`src/rtl/fpx_pkg.sv`:
```
package fpx_pkg;
  localparam int NFLAG     = 6;
  localparam int CCW       = 4;
  localparam int TOPW      = 3;
  localparam int WORDW     = 16;
  localparam int FLAG_INV  = 0;
  localparam int SW_SFLT   = 6;
  localparam int SW_ES     = 7;
  localparam int SW_C0     = 8;
  localparam int SW_C1     = 9;
  localparam int SW_C2     = 10;
  localparam int SW_TOP_LO = 11;
  localparam int SW_C3     = 14;
  localparam int SW_BUSY   = 15;
  localparam int CW_IE     = 7;
  localparam logic [WORDW-1:0] CW_RESET   = 16'h037F;
  localparam logic [WORDW-1:0] CW_WR_MASK = 16'h0FBF;
  localparam logic [WORDW-1:0] CW_ONES    = 16'h0040;
endpackage

```
`src/rtl/fpx_rst_sync.sv`:
```
module fpx_rst_sync (
  input  logic clk,
  input  logic rst_ni,
  output logic rst_no
);
  logic s1_q, s2_q;

  always_ff @(posedge clk or negedge rst_ni) begin
    if (!rst_ni) begin
      s1_q <= 1'b0;
      s2_q <= 1'b0;
    end else begin
      s1_q <= 1'b1;
      s2_q <= s1_q;
    end
  end

  assign rst_no = s2_q;
endmodule

```
`src/rtl/fpx_flag_acc.sv`:
```
module fpx_flag_acc
  import fpx_pkg::*;
(
  input  logic             clk,
  input  logic             rst_n,
  input  logic [NFLAG-1:0] evt_i,
  input  logic             stk_fault_i,
  input  logic             stk_ovf_i,
  input  logic             clr_i,
  input  logic             cc_we_i,
  input  logic [CCW-1:0]   cc_i,
  output logic [NFLAG-1:0] flags_o,
  output logic             sflt_o,
  output logic [CCW-1:0]   cc_o
);
  logic [NFLAG-1:0] flags_q, flags_d, evt_all;
  logic             sflt_q, sflt_d;
  logic [CCW-1:0]   cc_q, cc_d;

  // A stack fault also raises the invalid-operation flag
  always_comb begin
    evt_all = evt_i;
    evt_all[FLAG_INV] = evt_i[FLAG_INV] | stk_fault_i;
  end

  for (genvar k = 0; k < NFLAG; k++) begin : g_flag
    always_comb begin
      flags_d[k] = flags_q[k];
      if (clr_i) flags_d[k] = 1'b0;
      if (evt_all[k]) flags_d[k] = 1'b1;
    end
  end

  always_comb begin
    sflt_d = sflt_q;
    if (clr_i) sflt_d = 1'b0;
    if (stk_fault_i) sflt_d = 1'b1;
  end

  // Condition codes {C3,C2,C1,C0}; stack fault owns C1
  always_comb begin
    cc_d = cc_q;
    if (cc_we_i) cc_d = cc_i;
    if (stk_fault_i) cc_d[1] = stk_ovf_i;
  end

  always_ff @(posedge clk or negedge rst_n) begin
    if (!rst_n) begin
      flags_q <= '0;
      sflt_q  <= 1'b0;
      cc_q    <= '0;
    end else begin
      flags_q <= flags_d;
      sflt_q  <= sflt_d;
      cc_q    <= cc_d;
    end
  end

  assign flags_o = flags_q;
  assign sflt_o  = sflt_q;
  assign cc_o    = cc_q;

  assert_sticky_R2: assert property (@(posedge clk) disable iff (!rst_n)
    !clr_i |=> ((flags_q & $past(flags_q)) == $past(flags_q)));

  assert_set_R2: assert property (@(posedge clk) disable iff (!rst_n)
    (|evt_i) |=> ((flags_q & $past(evt_i)) == $past(evt_i)));

  assert_clear_R3: assert property (@(posedge clk) disable iff (!rst_n)
    (clr_i && !(|evt_i) && !stk_fault_i) |=> (flags_q == '0 && !sflt_q));

  assert_stack_R5: assert property (@(posedge clk) disable iff (!rst_n)
    stk_fault_i |=> (sflt_q && flags_q[FLAG_INV] && cc_q[1] == $past(stk_ovf_i)));

  assert_cc_hold_R6: assert property (@(posedge clk) disable iff (!rst_n)
    (!cc_we_i && !stk_fault_i) |=> $stable(cc_q));
endmodule

```
`src/rtl/fpx_ctrl_reg.sv`:
```
module fpx_ctrl_reg
  import fpx_pkg::*;
(
  input  logic             clk,
  input  logic             rst_n,
  input  logic             we_i,
  input  logic [WORDW-1:0] wdata_i,
  output logic [WORDW-1:0] cw_o
);
  logic [WORDW-1:0] cw_q, cw_d;

  always_comb begin
    cw_d = cw_q;
    if (we_i) cw_d = (wdata_i & CW_WR_MASK) | CW_ONES;
  end

  always_ff @(posedge clk or negedge rst_n) begin
    if (!rst_n) cw_q <= CW_RESET;
    else        cw_q <= cw_d;
  end

  assign cw_o = cw_q;

  assert_cw_write_R8: assert property (@(posedge clk) disable iff (!rst_n)
    we_i |=> (cw_q[5:0] == $past(wdata_i[5:0]) && cw_q[11:7] == $past(wdata_i[11:7])));

  assert_cw_fixed_R8: assert property (@(posedge clk) disable iff (!rst_n)
    1'b1 |=> (cw_q[6] && cw_q[15:12] == 4'h0));
endmodule

```
`src/rtl/fpx_ptr_latch.sv`:
```
module fpx_ptr_latch #(
  parameter int AW = 32
) (
  input  logic          clk,
  input  logic          rst_n,
  input  logic          cap_i,
  input  logic [AW-1:0] ins_addr_i,
  input  logic [AW-1:0] opnd_addr_i,
  input  logic          opnd_vld_i,
  output logic [AW-1:0] ins_ptr_o,
  output logic [AW-1:0] opnd_ptr_o
);
  logic [AW-1:0] ins_q, ins_d, opnd_q, opnd_d;

  always_comb begin
    ins_d  = ins_q;
    opnd_d = opnd_q;
    if (cap_i) begin
      ins_d  = ins_addr_i;
      opnd_d = opnd_vld_i ? opnd_addr_i : '0;
    end
  end

  always_ff @(posedge clk or negedge rst_n) begin
    if (!rst_n) begin
      ins_q  <= '0;
      opnd_q <= '0;
    end else begin
      ins_q  <= ins_d;
      opnd_q <= opnd_d;
    end
  end

  assign ins_ptr_o  = ins_q;
  assign opnd_ptr_o = opnd_q;

  assert_ptr_load_R10: assert property (@(posedge clk) disable iff (!rst_n)
    cap_i |=> (ins_q == $past(ins_addr_i)));

  assert_ptr_hold_R10: assert property (@(posedge clk) disable iff (!rst_n)
    !cap_i |=> ($stable(ins_q) && $stable(opnd_q)));
endmodule

```
`src/rtl/fpx_status_ctl.sv`:
```
module fpx_status_ctl
  import fpx_pkg::*;
#(
  parameter int AW = 32
) (
  input  logic             clk,
  input  logic             rst_n,
  input  logic [5:0]       exc_evt_i,
  input  logic             stk_fault_i,
  input  logic             stk_ovf_i,
  input  logic             cc_we_i,
  input  logic [3:0]       cc_i,
  input  logic [2:0]       top_i,
  input  logic             cw_we_i,
  input  logic [15:0]      cw_wdata_i,
  input  logic             clr_exc_i,
  input  logic [AW-1:0]    ins_addr_i,
  input  logic [AW-1:0]    opnd_addr_i,
  input  logic             opnd_vld_i,
  output logic [15:0]      status_o,
  output logic [15:0]      control_o,
  output logic             irq_o,
  output logic [AW-1:0]    ins_ptr_o,
  output logic [AW-1:0]    opnd_ptr_o
);
  logic             rst_ns;
  logic [NFLAG-1:0] flags;
  logic             sflt;
  logic [CCW-1:0]   cc;
  logic [TOPW-1:0]  top_q, top_d;
  logic [WORDW-1:0] cw;
  logic             err_sum;
  logic             any_evt;

  fpx_rst_sync u_rst (
    .clk    (clk),
    .rst_ni (rst_n),
    .rst_no (rst_ns)
  );

  fpx_flag_acc u_flags (
    .clk         (clk),
    .rst_n       (rst_ns),
    .evt_i       (exc_evt_i),
    .stk_fault_i (stk_fault_i),
    .stk_ovf_i   (stk_ovf_i),
    .clr_i       (clr_exc_i),
    .cc_we_i     (cc_we_i),
    .cc_i        (cc_i),
    .flags_o     (flags),
    .sflt_o      (sflt),
    .cc_o        (cc)
  );

  fpx_ctrl_reg u_ctrl (
    .clk     (clk),
    .rst_n   (rst_ns),
    .we_i    (cw_we_i),
    .wdata_i (cw_wdata_i),
    .cw_o    (cw)
  );

  assign any_evt = (|exc_evt_i) | stk_fault_i;

  fpx_ptr_latch #(.AW(AW)) u_ptr (
    .clk         (clk),
    .rst_n       (rst_ns),
    .cap_i       (any_evt),
    .ins_addr_i  (ins_addr_i),
    .opnd_addr_i (opnd_addr_i),
    .opnd_vld_i  (opnd_vld_i),
    .ins_ptr_o   (ins_ptr_o),
    .opnd_ptr_o  (opnd_ptr_o)
  );

  assign top_d = top_i;

  always_ff @(posedge clk or negedge rst_ns) begin
    if (!rst_ns) top_q <= '0;
    else         top_q <= top_d;
  end

  assign err_sum = |flags;

  always_comb begin
    status_o = '0;
    status_o[NFLAG-1:0]                = flags;
    status_o[SW_SFLT]                  = sflt;
    status_o[SW_ES]                    = err_sum;
    status_o[SW_C0]                    = cc[0];
    status_o[SW_C1]                    = cc[1];
    status_o[SW_C2]                    = cc[2];
    status_o[SW_TOP_LO +: TOPW]        = top_q;
    status_o[SW_C3]                    = cc[3];
    status_o[SW_BUSY]                  = err_sum;
  end

  assign control_o = cw;
  assign irq_o     = cw[CW_IE] & (|(flags & ~cw[NFLAG-1:0]));

  assert_top_R7: assert property (@(posedge clk) disable iff (!rst_ns)
    1'b1 |=> (status_o[13:11] == $past(top_i)));

  assert_irq_enable_R9: assert property (@(posedge clk) disable iff (!rst_ns)
    irq_o |-> (control_o[7] && status_o[7]));

  assert_busy_R4: assert property (@(posedge clk) disable iff (!rst_ns)
    (status_o[15] != status_o[7]) |-> 1'b0);
endmodule

```
`config.mk`:
```
export PLATFORM = sky130hd
export DESIGN_NAME = fpx_status_ctl
export DESIGN_NICKNAME = d
export VERILOG_FILES = /design/src/rtl/fpx_pkg.sv /design/src/rtl/fpx_rst_sync.sv /design/src/rtl/fpx_flag_acc.sv /design/src/rtl/fpx_ctrl_reg.sv /design/src/rtl/fpx_ptr_latch.sv /design/src/rtl/fpx_status_ctl.sv
export SDC_FILE = /design/constraint.sdc
export NUM_CORES = 1
export LEC_CHECK = 0
export BUFFER_PORTS_ARGS = -buffer_cell sky130_fd_sc_hd__buf_2
export CORE_UTILIZATION = 45
export CTS_CLUSTER_SIZE = 10
export DETAILED_ROUTE_END_ITERATION = 8
export PLACE_DENSITY = 0.8
export SYNTH_ARGS = -nofsm -noshare
export SYNTH_HDL_FRONTEND = slang
export SYNTH_SLANG_ARGS = --single-unit
```
`constraint.sdc`:
```
create_clock -name clk -period 3.65 [get_ports clk]
set_input_delay 0.73 -clock clk [delete_from_list [all_inputs] [get_ports clk]]
set_output_delay 0.73 -clock clk [all_outputs]
set_load 0.02 [all_outputs]
```
==> results.txt <==
At the end of routability-driven placement, the weighted congestion stood at 0.774. The post-synthesis instance area came out at 3780 um^2. The tool flagged a number of max-cap violations equal to 0. The signal on the critical path passes through o22ai_1 > o31a_1 > buf_2.

The number of placement rows came out at 33. TritonCTS built the clock tree. The top cell type by area accounts for 55.0% of the synthesized area.

The final routed wirelength across all metal layers was 7760 um. In this run the worst hold path is classified as input port to async pin. The run gives 0 as the number of slew-limit violations in the final report. The kind of cell with the highest combined delay along the critical path is flip-flops. Along the worst path, the maximum fanout reaches 3. The summed negative setup slack over all endpoints came out at 0 ns.

The post-CTS setup-driven buffer insertion count is 0, and the final count of hold timing violations is 0. Sequential cells were found to cover 60.5% of the synthesized design area. Top-level port count: 198. The mean post-synth cell area was 13.4 um^2; the count of nets after finishing was 566. Dividing total power by cell area gives a power density of 415 nW/um^2. For the critical path arrival, the log shows 1.43 ns.

The maximum cell stage delay along the critical path is 0.56 ns, and the antenna cell count is 0. In this run, the number of DRC markers left after iteration 0 of detailed routing was 70. The tools report the worst flop-to-flop path endpoint as u_ptr.opnd_ptr_o[30]$_DFFE_PN0P_. The number of buffers inserted by port buffering was 187; the aggregate global routing overflow was 0. Yosys mapped the design onto 20 distinct sky130hd cell types.

VDD sags by at most 0.000213 V. Maximum number of pins on one net before global-route repair: 90. The die covers 8770 um^2. The die is 93.6 um wide. The count of fill cells added during filler insertion was 677.

The first global-routing pass estimated 11800 um of wire. The final period utilization was 59.1%; the mean routed wirelength per cell was 13.5 um. After floorplanning, the core was sized to cover 8180 um^2. The number of antenna violations at the first check in global routing is 0. In this run the critical register-to-register path is launched from u_rst.rst_no$_DFF_PN0_. The critical path crosses 3 cells after its start point.

After synthesis, the share of flip-flops with an asynchronous set or reset is 100%. The total buffers and inverters traversed by the critical path was 1; the length in cells of the worst reg-to-reg path was 0. Ranked by total cell area, the synthesized netlist is headed by dfrtp_1, mux2_4, mux2i_1. Number of global-route vias before repair: 2588.

Synthesis inferred 91 register bits. The post-route netlist has 55.3% of its cells at a drive strength greater than 1. The worst slew margin relative to its limit was 26.5%.

The via density per instance is 4.65. TritonCTS created 9 clock buffers. For this configuration, the core starts out at a cell density of 46.2%.

The worst reg-to-reg setup slack is 2.40 ns, and the number of optimization iterations in the first detailed-route pass is 4. The leading area contributor after synthesis is dfrtp_1. STA classifies the critical path startpoint as a register. The number of instances in the synthesized netlist was 281; the count of clock tree sinks was 91.

The top cell types in the final layout, fill and taps aside, are buf_2, dfrtp_1, inv_1. The leakage power total came out at 2.88 nW. Leaving out fill and tap cells, the most frequent cell in the layout is buf_2. Among all flip-flop cells after synthesis, the most frequent one is dfrtp_1.

The fmax is 463 MHz. The largest individual stage delay along the critical path comes from the cell dfstp_2. The post-layout minimum cycle time came out at 2.16 ns.

For this block, the via count after detailed routing is 2673. The finished cells cover 4930 um^2. The tools report the buffer type at the clock tree root as clkbuf_8. At the pin with the least slew margin, the transition time is 1.10 ns. The critical path class was register to output port. Across the routed clock network, the largest skew measured is 0.0125 ns. The logs give 0 for the final routed DRC violation total and 0 for the number of hold buffers added after cts. The flow ran to the end, and the final reports show no timing, DRC or antenna violations. The layout-stage area growth over the synthesis result came out at 30.5%. Clock latency on the worst-skew pair, taken at its later pin, is 0.35 ns. The run gives 17.9% as the global routing usage summed across all routing layers. The tools report the endpoint type of the worst setup path as an output port. Once detail routing completed, the nets flagged for antenna violations numbered 0.

Setup repair after global routing left no endpoint under its margin. STA puts the critical path data required time at 2.92 ns. Yosys printed 0 warnings. Clock-pin slew was measured on the worst setup and hold paths at 0.08 ns. The CTS H-tree depth was 3. The placed instances occupy a cell area of 4750 um^2. The y dimension of the die came out at 93.6 um. The number of enable flip-flop cells after synthesis works out to 0.

The maximum buffer depth of the clock tree is 2, and the setup-violating endpoint count in the final report is 0. Once detailed placement completed, the half-perimeter wirelength came to 5600 um. After clock tree synthesis, the repair step resized 0 gates.
[per-layer routing]
layer | up-vias | wire (um) | share of wire, % | GRT usage, %
li1 | 1262 | - | - | -
met1 | 1287 | 3250 | 42 | 20.7
met2 | 113 | 3820 | 49 | 30.4
met3 | 11 | 590 | 7.6 | 5.77
met4 | 0 | 96 | 1.2 | 7.31
met5 | - | 0 | 0 | 0
[cell type report]
cell class                      instances  area, um^2  area share (%)
Sequential cell                        91        2290            46.4
Multi-Input combinational cell        136        1230            24.9
Timing Repair Buffer                  188         956            19.4
Inverter                               39         146            2.97
Clock buffer                           11         141            2.87
Tap cell                              105         131            2.66
Clock inverter                          5        37.5           0.761
[state kept, by name, summed over array words and instances, names as in the netlist]
register	cells
top_q	3
u_ctrl.cw_o	11
u_flags.cc_o	4
u_rst.rst_no	1
u_ptr.opnd_ptr_o	32
u_ptr.ins_ptr_o	32
u_flags.flags_o	6
u_flags.sflt_o	1
u_rst.s1_q	1
[how the worst max path moves through the flow]
stage                                from                               to  slack, ns
5_1_grt        u_ctrl.cw_o[3]$_DFFE_PN1P_                            irq_o       1.43
2_1_floorplan      u_rst.rst_no$_DFF_PN0_               top_q[0]$_DFF_PN0_       0.94
6_report       u_ctrl.cw_o[0]$_DFFE_PN1P_                            irq_o       1.49
4_1_cts        u_ctrl.cw_o[0]$_DFFE_PN1P_                            irq_o       1.46
3_5_place_dp                 exc_evt_i[2]  u_ptr.ins_ptr_o[12]$_DFFE_PN0P_       1.17
3_3_place_gp                 exc_evt_i[2]  u_ptr.ins_ptr_o[28]$_DFFE_PN0P_       1.20
[cell usage after synthesis (2+ instances only)]
library cell and instances:
inv_1 39, dfrtp_1 83, buf_6 4, mux2i_1 33
mux2_2 18, conb_1 2, o22ai_1 3, nand3_1 2
buf_4 11, nand2_1 33, o21ai_0 2, clkbuf_1 3
nor2_1 2, a21o_1 6, dfstp_2 8, mux2_4 28
[logic make-up (layout without fill, tap and decap cells)]
kind of cell | Yosys count | after routing | synth area share (%)
flops | 91 | 91 | 60.5
mux | 79 | 79 | 25.2
buf+inv | 58 | 243 | 7.68
simple gates | 39 | 39 | 4.17
compound gates | 12 | 12 | 2.19
other cells | 2 | 6 | 0.199
[per-stage QoR]
step | worst slack (ns) | hold WS [ns] | power [W] | std cells | util [%]
final | 1.49 | 0.152 | 0.00205 | 575 | 60.3
after global routing | 1.43 | 0.123 | 0.00215 | 575 | 60.3
after CTS | 1.46 | 0.131 | 0.00208 | 575 | 60.3
after detailed placement | 1.17 | 0.339 | 0.00146 | 559 | 58.1
after global placement | 1.20 | 0.338 | 0.00144 | 559 | 58.1
after floorplan | 0.942 | 0.331 | 0.00132 | 285 | -
[power breakdown]
part	internal, W	leakage (nW)	switching (W)
logic	0.000137	1.71	0.000166
registers	0.00108	1.08	0.0000532
clock network	0.000269	0.0859	0.000347
No activity file was read; power rests on OpenSTA's default activity.
